==> src/rtl/alu8_pkg.sv <==
package alu8_pkg;

  typedef enum logic [2:0] {
    OP_ADD = 3'd0,
    OP_ADC = 3'd1,
    OP_SUB = 3'd2,
    OP_SBB = 3'd3,
    OP_AND = 3'd4,
    OP_OR  = 3'd5,
    OP_XOR = 3'd6,
    OP_CMP = 3'd7
  } alu_op_e;

  typedef struct packed {
    logic sign;
    logic zero;
    logic aux;
    logic par;
    logic cy;
  } alu_flags_t;

endpackage

==> src/rtl/alu8_adder.sv <==
module alu8_adder #(
  parameter int W     = 8,
  parameter int SPLIT = 4
) (
  input  logic [W-1:0] a,
  input  logic [W-1:0] b,
  input  logic         cin,
  output logic [W-1:0] sum,
  output logic         c_split,
  output logic         c_out
);

  logic [W:0] carry;

  assign carry[0] = cin;

  for (genvar i = 0; i < W; i++) begin : g_bit
    assign sum[i]     = a[i] ^ b[i] ^ carry[i];
    assign carry[i+1] = (a[i] & b[i]) | (carry[i] & (a[i] ^ b[i]));
  end

  assign c_split = carry[SPLIT];
  assign c_out   = carry[W];

endmodule

==> src/rtl/alu8_logic.sv <==
module alu8_logic #(
  parameter int W = 8
) (
  input  logic [1:0]   sel,
  input  logic [W-1:0] a,
  input  logic [W-1:0] b,
  output logic [W-1:0] y
);

  always_comb begin
    unique case (sel)
      2'd1:    y = a | b;
      2'd2:    y = a ^ b;
      default: y = a & b;
    endcase
  end

endmodule

==> src/rtl/alu8_resflags.sv <==
module alu8_resflags #(
  parameter int W = 8
) (
  input  logic [W-1:0] res,
  output logic         sign,
  output logic         zero,
  output logic         par
);

  assign sign = res[W-1];
  assign zero = (res == '0);
  assign par  = ~(^res);

endmodule

==> src/rtl/alu8_core.sv <==
module alu8_core #(
  parameter int W     = 8,
  parameter int SPLIT = 4
) (
  input  logic         clk,
  input  logic         rst,
  input  logic         exec_valid,
  input  logic [2:0]   op,
  input  logic [W-1:0] operand,
  output logic [W-1:0] acc,
  output logic         flag_sign,
  output logic         flag_zero,
  output logic         flag_aux,
  output logic         flag_par,
  output logic         flag_carry
);
  import alu8_pkg::*;

  alu_op_e    op_e;
  alu_flags_t flags_q, flags_d;
  logic [W-1:0] acc_q;
  logic [W-1:0] b_eff, sum, logic_y, result;
  logic         cin, c_split, c_out;
  logic         is_sub, is_logic;
  logic         r_sign, r_zero, r_par;

  assign op_e = alu_op_e'(op);

  always_comb begin
    is_sub   = (op_e == OP_SUB) || (op_e == OP_SBB) || (op_e == OP_CMP);
    is_logic = (op_e == OP_AND) || (op_e == OP_OR) || (op_e == OP_XOR);
    b_eff    = is_sub ? ~operand : operand;
    unique case (op_e)
      OP_ADC:         cin = flags_q.cy;
      OP_SUB, OP_CMP: cin = 1'b1;
      OP_SBB:         cin = ~flags_q.cy;
      default:        cin = 1'b0;
    endcase
  end

  alu8_adder #(.W(W), .SPLIT(SPLIT)) u_add (
    .a(acc_q), .b(b_eff), .cin(cin),
    .sum(sum), .c_split(c_split), .c_out(c_out)
  );

  alu8_logic #(.W(W)) u_log (
    .sel(op[1:0]), .a(acc_q), .b(operand), .y(logic_y)
  );

  assign result = is_logic ? logic_y : sum;

  alu8_resflags #(.W(W)) u_rf (
    .res(result), .sign(r_sign), .zero(r_zero), .par(r_par)
  );

  always_comb begin
    flags_d.sign = r_sign;
    flags_d.zero = r_zero;
    flags_d.par  = r_par;
    if (is_logic) begin
      flags_d.cy  = 1'b0;
      flags_d.aux = 1'b0;
    end else if (is_sub) begin
      flags_d.cy  = ~c_out;
      flags_d.aux = ~c_split;
    end else begin
      flags_d.cy  = c_out;
      flags_d.aux = c_split;
    end
  end

  always_ff @(posedge clk) begin
    if (rst) begin
      acc_q   <= '0;
      flags_q <= '0;
    end else if (exec_valid) begin
      if (op_e != OP_CMP) acc_q <= result;
      flags_q <= flags_d;
    end
  end

  assign acc        = acc_q;
  assign flag_sign  = flags_q.sign;
  assign flag_zero  = flags_q.zero;
  assign flag_aux   = flags_q.aux;
  assign flag_par   = flags_q.par;
  assign flag_carry = flags_q.cy;

endmodule

==> config.mk <==
export PLATFORM = sky130hd
export DESIGN_NAME = alu8_core
export DESIGN_NICKNAME = d
export VERILOG_FILES = /design/src/rtl/alu8_pkg.sv /design/src/rtl/alu8_adder.sv /design/src/rtl/alu8_logic.sv /design/src/rtl/alu8_resflags.sv /design/src/rtl/alu8_core.sv
export SDC_FILE = /design/constraint.sdc
export NUM_CORES = 1
export LEC_CHECK = 0
export BUFFER_PORTS_ARGS = -buffer_cell sky130_fd_sc_hd__buf_2
export CELL_PAD_IN_SITES_DETAIL_PLACEMENT = 1
export CELL_PAD_IN_SITES_GLOBAL_PLACEMENT = 1
export CORE_ASPECT_RATIO = 1.25
export CORE_MARGIN = 4
export CORE_UTILIZATION = 42
export CTS_BUF_LIST = sky130_fd_sc_hd__clkbuf_16
export CTS_CLUSTER_DIAMETER = 150
export DETAILED_ROUTE_END_ITERATION = 10
export HOLD_SLACK_MARGIN = 0.08
export PLACE_DENSITY = 0.82
export SYNTH_ARGS = -nofsm -noshare
export SYNTH_HDL_FRONTEND = slang
export SYNTH_HIERARCHICAL = 1
export SYNTH_SLANG_ARGS = --single-unit
==> constraint.sdc <==
create_clock -name clk -period 6.4 [get_ports clk]
set_input_delay 1.28 -clock clk [delete_from_list [all_inputs] [get_ports clk]]
set_output_delay 1.28 -clock clk [all_outputs]
set_load 0.02 [all_outputs]
==> load_flow_metrics.sql, run 1 <==
INSERT INTO impl_metrics (metric_group, metric, value, unit) VALUES
('floorplan', 'core_region_area', '0.00357', 'mm²'),
('layout', 'area_of_all_placed_cells_without_fillers', '0.00181', 'mm²'),
('timing', 'worst_pin_slew', '0.678', 'ns'),
('detailed_routing', 'num_vias', '1395', ''),
('clock_network', 'clkLatencyLatePin', '0.24', 'ns'),
('setup_path', 'timing.critical_path.to_type', 'flip-flop', ''),
('timing', 'setup_total_negative_slack', '0', 'ns'),
('global_route', 'pin_count_of_the_biggest_net_entering_global_routing', '20', ''),
('layout', 'area_growth_from_synthesis_to_final_layout', '12.9', '%'),
('layout', 'nNetsFinal', '269', ''),
('synth', 'yosys_register_bits', '13', ''),
('setup_path', 'rr_worst_depth', '25', ''),
('synth', 'postSynth.asyncResetShare', '0', ''),
('layout', 'area_of_combinational_cells_with_multiple_inputs', '0.00109', 'mm²'),
('floorplan', 'die_h', '77.1', 'µm'),
('layout', 'fillerInstances', '462', ''),
('synth', 'mappedNetlistArea', '0.00161', 'mm²'),
('placed_design', 'place.detailed.hpwl', '3050', 'µm'),
('detailed_routing', 'drc', '0', ''),
('layout', 'instances_no_fill', '263', ''),
('synth', 'synth-edff-count', '0', ''),
('synth', 'synthFlopType', 'sky130_fd_sc_hd__dfxtp_1', ''),
('clock_network', 'number_of_buffers_created_by_cts', '3', ''),
('timing', 'timing_max_transition_violations_final', '0', ''),
('setup_path', 'critPathMaxFanout', '8', ''),
('synth', 'seq_area_frac_synth', '0.162', ''),
('synth', 'warnings_from_yosys', '6', ''),
('detailed_routing', 'drt_first_iter_violations', '29', ''),
('placed_design', 'placedCellCount', '259', ''),
('global_route', 'grt_pass1_vias', '1552', ''),
('timing', 'setup_slack', '0.532', 'ns'),
('global_route', 'antenna_violations_before_repair', '0', ''),
('setup_path', 'worst_ep_required_time', '6.52', 'ns'),
('timing', 'maximum_frequency_from_static_timing_analysis', '170', 'MHz'),
('worst_hold_path', 'min-delay-path-class', 'reg -> reg', ''),
('floorplan', 'die-area', '0.00488', 'mm²'),
('clock_network', 'clkSlewWorstSetupHoldPaths', '0.05', 'ns'),
('timing', 'period_utilization', '0.917', ''),
('global_route', 'groute.usage.overall', '0.181', ''),
('synth', 'yosys_cell_types', '32', ''),
('placed_design', 'io_buffer_count', '26', ''),
('clock_network', 'cts-hold-fix-buffers', '0', ''),
('detailed_routing', 'detail_route.wirelength', '4100', 'µm'),
('timing', 'fin_worst_hold_slack', '0.493', 'ns'),
('clock_network', 'count_of_buffers_added_by_post_cts_timing_repair_for_setup', '0', ''),
('layout', 'area_used_by_sequential_logic_in_the_layout', '260', 'µm²'),
('power', 'ir_drop', '0.146', 'mV'),
('setup_path', 'timing.critical_path.arrival', '5.99', 'ns'),
('clock_network', 'tritoncts_clock_tree', 'done', ''),
('run_status', 'outcome', 'completed', ''),
('synth', 'postSynthNetCount', '246', ''),
('clock_network', 'cts_resizes', '0', ''),
('run', 'timing.max_cap.violations', '0', ''),
('floorplan', 'die_x', '63.3', 'µm'),
('setup_path', 'startpoint_type', 'input pin', ''),
('synth', 'synthCells', '202', ''),
('timing', 'layout_min_cycle_time', '5.87', 'ns'),
('global_route', 'total_gr_overflow', '0', ''),
('timing', 'setup_viol_count_final', '0', ''),
('worst_hold_path', 'hold-path-cell-count', '2', ''),
('detailed_routing', 'drtAntennaViolNets', '0', ''),
('clock_network', 'h-tree-depth', '1', ''),
('clock_network', 'cts_buffer_depth', '2', ''),
('power', 'power_leakage', '0.000963', 'µW'),
('detailed_routing', 'drt_pass1_iterations', '4', ''),
('detailed_routing', 'per_cell_via_count_in_the_routed_design', '5.30', ''),
('timing', 'rsz0062_at_grt', 'no', ''),
('timing', 'timing.final.hold_violations', '0', ''),
('floorplan', 'floorplan.initialDensity', '0.450', ''),
('clock_network', 'cts-root-buf', 'sky130_fd_sc_hd__clkbuf_16', ''),
('placed_design', 'dpl-instance-area', '0.00174', 'mm²'),
('layout', 'drive_gt1_frac', '0.152', ''),
('floorplan', 'num_io_pins', '27', ''),
('setup_path', 'setup.worst_path.class', 'in -> reg', ''),
('power', 'power-per-cell-area', '247', 'mW/mm²'),
('clock_network', 'tritoncts_num_sinks', '13', ''),
('global_route', 'grt_pass1_wl', '7060', 'µm'),
('timing', 'final.setup_skew', '0.00311', 'ns'),
('synth', 'syn_avg_cell_area', '7.95', 'µm²'),
('layout', 'insertedDiodeCount', '0', ''),
('placed_design', 'place_ws', '0.300', 'ns'),
('detailed_routing', 'wire_per_inst', '15.6', 'µm'),
('timing', 'slew_headroom', '0.545', ''),
('floorplan', 'floorplan.rows', '24', ''),
('placed_design', 'finalWeightedCongestion', '0.751', '');
per-layer routing:
layer / vias up / part of all wire / GRT usage
met5: - / 0 / 0
met2: 39 / 0.52 / 0.326
met1: 672 / 0.41 / 0.203
met3: 7 / 0.047 / 0.0395
met4: 0 / 0.020 / 0.0734
li1: 677 / - / -
power by group:
| part | internal [µW] | switching (µW) |
|---|---|---|
| Clock | 82.5 | 35.7 |
| Combinational | 98.2 | 128 |
| Sequential | 91.9 | 11.9 |
synth_stat cells, types with 2 or more instances:
| cell | n | area [µm²] |
|---|---|---|
| sky130_fd_sc_hd__inv_1 | 54 | 203 |
| sky130_fd_sc_hd__ha_1 | 22 | 275 |
| sky130_fd_sc_hd__dfxtp_1 | 13 | 260 |
| sky130_fd_sc_hd__a21oi_1 | 11 | 55.1 |
| sky130_fd_sc_hd__mux2i_1 | 11 | 110 |
| sky130_fd_sc_hd__xnor2_1 | 11 | 96.3 |
| sky130_fd_sc_hd__nand2_1 | 10 | 37.5 |
| sky130_fd_sc_hd__nand2b_1 | 10 | 62.6 |
| sky130_fd_sc_hd__a211oi_1 | 8 | 60.1 |
| sky130_fd_sc_hd__a31oi_1 | 8 | 50.1 |
| sky130_fd_sc_hd__fa_1 | 8 | 160 |
| sky130_fd_sc_hd__nor2b_1 | 8 | 50.1 |
| sky130_fd_sc_hd__buf_2 | 3 | 15.0 |
| sky130_fd_sc_hd__nor2_1 | 3 | 11.3 |
| sky130_fd_sc_hd__buf_4 | 2 | 15.0 |
| sky130_fd_sc_hd__nand4_1 | 2 | 12.5 |
| sky130_fd_sc_hd__nor4b_1 | 2 | 17.5 |
| sky130_fd_sc_hd__o22ai_1 | 2 | 12.5 |
state kept, by name, indices dropped and copies added, names as in the netlist:
register,count
acc,8
flag_aux,1
flag_sign,1
flag_zero,1
flag_carry,1
flag_par,1
critical path, stage by stage:
cell,delay [ns]
sky130_fd_sc_hd__buf_2,0.14
sky130_fd_sc_hd__or2b_1,0.31
sky130_fd_sc_hd__nand2_2,0.25
sky130_fd_sc_hd__xnor2_1,0.13
sky130_fd_sc_hd__fa_1,0.39
sky130_fd_sc_hd__inv_1,0.09
sky130_fd_sc_hd__fa_1,0.17
sky130_fd_sc_hd__inv_1,0.06
sky130_fd_sc_hd__fa_1,0.35
sky130_fd_sc_hd__inv_1,0.08
sky130_fd_sc_hd__fa_1,0.21
sky130_fd_sc_hd__fa_1,0.18
sky130_fd_sc_hd__inv_1,0.05
sky130_fd_sc_hd__fa_1,0.37
sky130_fd_sc_hd__fa_1,0.36
sky130_fd_sc_hd__inv_1,0.08
sky130_fd_sc_hd__fa_1,0.41
sky130_fd_sc_hd__inv_1,0.08
sky130_fd_sc_hd__mux2i_1,0.09
sky130_fd_sc_hd__inv_1,0.11
sky130_fd_sc_hd__inv_1,0.05
sky130_fd_sc_hd__ha_1,0.28
sky130_fd_sc_hd__xnor2_1,0.19
sky130_fd_sc_hd__xnor2_1,0.09
sky130_fd_sc_hd__mux2i_1,0.13
sky130_fd_sc_hd__nor2_1,0.05
path summary, 6_finish.rpt:
check                           slack [ns]        from         to
worst max-delay path                  0.53       op[2]   flag_par
worst min-delay path                  0.49   flag_zero  flag_zero
worst min register to register        0.49   flag_zero  flag_zero
worst max register to register        1.69  flag_carry   flag_par
metrics by stage:
stage / power [µW] / util
6_report: 449 / 0.508
3_5_place_dp: 331 / 0.486
5_1_grt: 490 / 0.508
2_1_floorplan: 275 / -
3_3_place_gp: 318 / 0.486
4_1_cts: 454 / 0.508
area by class of cell:
class,count,area share
multi-input cells,126,0.601
well taps,39,0.0269
repair buffers,26,0.0717
clock buffers,3,0.0414
flip-flops and latches,13,0.143
clock inverters,1,0.00207
inverters,55,0.114
cell usage in the layout, fill, tap and decap left out, drive strengths merged:
master / netlist / final
xnor2: 11 / 11
buf: 6 / 26
nor2b: 8 / 8
a211oi: 8 / 8
and4: 1 / 1
inv: 55 / 56
a31oi: 8 / 8
o21ai: 1 / 1
o22ai: 2 / 2
a21boi: 1 / 1
clkbuf: 2 / 3
nand2b: 10 / 10
and2: 2 / 2
or2b: 1 / 1
nand3: 1 / 1
mux2i: 11 / 11
nor3b: 1 / 1
nand3b: 1 / 1
ha: 22 / 22
nand2: 11 / 11
nand4: 2 / 2
nor4b: 2 / 2
dfxtp: 13 / 13
a21oi: 11 / 11
nor2: 3 / 3
fa: 8 / 8
cells by family (layout without fill, tap and decap cells):
| family | after synthesis | in the layout | share of synthesized area |
|---|---|---|---|
| buf+inv | 63 | 85 | 0.160 |
| fa+ha+maj | 30 | 30 | 0.271 |
| compound gates | 31 | 31 | 0.121 |
| xor+xnor | 11 | 11 | 0.0600 |
| simple gates | 43 | 43 | 0.158 |
| flops | 13 | 13 | 0.162 |
| mux | 11 | 11 | 0.0685 |
Note: power is estimated with default switching activity, not from simulation.
==> inputs of run 2 (changes only) <==
--- a/config.mk
+++ b/config.mk
@@ -10,3 +10,3 @@
 export CELL_PAD_IN_SITES_GLOBAL_PLACEMENT = 1
-export CORE_ASPECT_RATIO = 1.25
+export CORE_ASPECT_RATIO = 1.2
 export CORE_MARGIN = 4
@@ -16,2 +16,3 @@
 export DETAILED_ROUTE_END_ITERATION = 10
+export GPL_ROUTABILITY_DRIVEN = 0
 export HOLD_SLACK_MARGIN = 0.08
--- a/constraint.sdc
+++ b/constraint.sdc
@@ -3,2 +3,2 @@
 set_output_delay 1.28 -clock clk [all_outputs]
-set_load 0.02 [all_outputs]
+set_load 0.005 [all_outputs]
==> load_flow_metrics.sql, run 2 (same netlist as run 1, synthesis figures left out) <==
INSERT INTO impl_metrics (metric_group, metric, value, unit) VALUES
('setup_path', 'setup.reg_to_reg.worst_slack', '1.50', 'ns'),
('clock_network', 'tritoncts_clock_tree', 'done', ''),
('clock_network', 'cts-root-buf', 'sky130_fd_sc_hd__clkbuf_16', ''),
('detailed_routing', 'drtAntennaViolNets', '0', ''),
('layout', 'flip_flop_count_of_the_largest_register_after_layout', '8', ''),
('global_route', 'grt_pass1_wl', '6780', 'µm'),
('clock_network', 'h-tree-depth', '1', ''),
('timing', 'timing.final.hold_violations', '0', ''),
('timing', 'maximum_frequency_from_static_timing_analysis', '172', 'MHz'),
('layout', 'fillerInstances', '481', ''),
('layout', 'insertedDiodeCount', '0', ''),
('global_route', 'groute.usage.overall', '0.180', ''),
('worst_hold_path', 'min-delay-path-class', 'reg -> reg', ''),
('layout', 'nNetsFinal', '270', ''),
('layout', 'final_cell_mix', '55 x sky130_fd_sc_hd__inv_1, 26 x sky130_fd_sc_hd__buf_2, 22 x sky130_fd_sc_hd__ha_1, 13 x sky130_fd_sc_hd__dfxtp_1', ''),
('run', 'timing.max_cap.violations', '0', ''),
('detailed_routing', 'drt_first_iter_violations', '38', ''),
('placed_design', 'dpl-instance-area', '0.00176', 'mm²'),
('clock_network', 'clkSlewWorstSetupHoldPaths', '0.05', 'ns'),
('setup_path', 'critPathMaxFanout', '8', ''),
('timing', 'setup_total_negative_slack', '0', 'ns'),
('layout', 'drive_gt1_frac', '0.156', ''),
('timing', 'rsz0062_at_grt', 'no', ''),
('clock_network', 'clkLatencyLatePin', '0.24', 'ns'),
('power', 'power_leakage', '0.000968', 'µW'),
('floorplan', 'die_h', '75.8', 'µm'),
('layout', 'finish.utilization', '0.502', ''),
('timing', 'slew_headroom', '0.543', ''),
('timing', 'worst_pin_slew', '0.681', 'ns'),
('timing', 'setup_viol_count_final', '0', ''),
('clock_network', 'number_of_buffers_created_by_cts', '3', ''),
('clock_network', 'cts_resizes', '0', ''),
('global_route', 'total_gr_overflow', '0', ''),
('detailed_routing', 'num_vias', '1385', ''),
('placed_design', 'place_ws', '0.459', 'ns'),
('detailed_routing', 'detail_route.wirelength', '4110', 'µm'),
('floorplan', 'num_io_pins', '27', ''),
('layout', 'area_of_all_placed_cells_without_fillers', '0.00184', 'mm²'),
('power', 'ir_drop', '0.109', 'mV'),
('setup_path', 'setup.worst_path.class', 'in -> reg', ''),
('timing', 'fin_worst_hold_slack', '0.501', 'ns'),
('floorplan', 'die_x', '64.5', 'µm'),
('global_route', 'antenna_violations_before_repair', '0', ''),
('clock_network', 'tritoncts_num_sinks', '13', ''),
('setup_path', 'timing.critical_path.arrival', '5.92', 'ns'),
('placed_design', 'io_buffer_count', '26', ''),
('power', 'power-per-cell-area', '243', 'mW/mm²'),
('floorplan', 'core_region_area', '0.00366', 'mm²'),
('timing', 'final.setup_skew', '0.000788', 'ns'),
('clock_network', 'count_of_buffers_added_by_post_cts_timing_repair_for_setup', '0', ''),
('timing', 'period_utilization', '0.907', ''),
('global_route', 'grt_pass1_vias', '1427', ''),
('setup_path', 'startpoint_type', 'input pin', ''),
('detailed_routing', 'per_cell_via_count_in_the_routed_design', '5.00', ''),
('detailed_routing', 'wire_per_inst', '14.9', 'µm'),
('timing', 'setup_slack', '0.594', 'ns'),
('global_route', 'pin_count_of_the_biggest_net_entering_global_routing', '20', ''),
('setup_path', 'worst_ep_required_time', '6.51', 'ns'),
('layout', 'mostFrequentLayoutCell', 'sky130_fd_sc_hd__inv_1', ''),
('floorplan', 'die-area', '0.00488', 'mm²'),
('timing', 'timing_max_transition_violations_final', '0', ''),
('timing', 'layout_min_cycle_time', '5.81', 'ns'),
('placed_design', 'place.detailed.hpwl', '2940', 'µm'),
('floorplan', 'floorplan.rows', '24', ''),
('clock_network', 'cts_buffer_depth', '2', ''),
('setup_path', 'timing.critical_path.to_type', 'flip-flop', ''),
('clock_network', 'cts-hold-fix-buffers', '0', ''),
('detailed_routing', 'drc', '0', ''),
('layout', 'area_growth_from_synthesis_to_final_layout', '14.4', '%'),
('detailed_routing', 'drt_pass1_iterations', '4', ''),
('run_status', 'outcome', 'completed', ''),
('floorplan', 'floorplan.initialDensity', '0.439', '');
==> run 2: cell types whose count changed in the layout (fill, tap and decap cells not counted), sizes merged <==
| cell | before | now |
|---|---|---|
| buf | 26 | 27 |
==> run 2: power by group <==
| part | switching (µW) | total, µW | internal, µW |
|---|---|---|---|
| registers | 11.5 | 103 | 91.9 |
| logic | 124 | 224 | 99.9 |
| clock network | 36.8 | 119 | 82.7 |
==> run 2: path summary, 6_finish.rpt <==
check	from	endpoint	cells past startpoint
hold / removal	flag_zero	flag_zero	2
setup reg to reg	flag_carry	flag_par	25
setup / recovery	op[0]	flag_par	26
hold reg to reg	flag_zero	flag_zero	2
==> run 2: metrics by stage <==
stage	cells	total power, µW
detailed placement	273	319
floorplan	202	263
finish	277	447
global placement	273	307
CTS	277	450
global route	277	485
==> run 2: cell type report <==
class,instances,area [µm²],share of cell area
repair buffers,27,138,0.0749
clock buffers,3,75.1,0.0408
multi-input cells,126,1090,0.593
well taps,52,65.1,0.0354
clock inverters,1,3.75,0.00204
flip-flops and latches,13,260,0.142
inverters,55,206,0.112
==> run 2: worst max-delay path, stage by stage <==
cell,delay [ns]
sky130_fd_sc_hd__buf_2,0.15
sky130_fd_sc_hd__or2b_1,0.30
sky130_fd_sc_hd__nand2_2,0.11
sky130_fd_sc_hd__xnor2_1,0.08
sky130_fd_sc_hd__fa_1,0.38
sky130_fd_sc_hd__inv_1,0.08
sky130_fd_sc_hd__fa_1,0.16
sky130_fd_sc_hd__inv_1,0.05
sky130_fd_sc_hd__fa_1,0.36
sky130_fd_sc_hd__inv_1,0.08
sky130_fd_sc_hd__fa_1,0.21
sky130_fd_sc_hd__fa_1,0.19
sky130_fd_sc_hd__inv_1,0.07
sky130_fd_sc_hd__fa_1,0.40
sky130_fd_sc_hd__fa_1,0.38
sky130_fd_sc_hd__inv_1,0.08
sky130_fd_sc_hd__fa_1,0.40
sky130_fd_sc_hd__inv_1,0.06
sky130_fd_sc_hd__mux2i_1,0.08
sky130_fd_sc_hd__inv_1,0.12
sky130_fd_sc_hd__inv_1,0.05
sky130_fd_sc_hd__ha_1,0.28
sky130_fd_sc_hd__xnor2_1,0.20
sky130_fd_sc_hd__xnor2_1,0.10
sky130_fd_sc_hd__mux2i_1,0.19
sky130_fd_sc_hd__nor2_1,0.09
==> run 2: metal layers <==
metal | global-route usage | part of all wire
met1 | 0.223 | 0.44
met2 | 0.318 | 0.51
met3 | 0.0295 | 0.035
met4 | 0.0704 | 0.016
met5 | 0 | 0
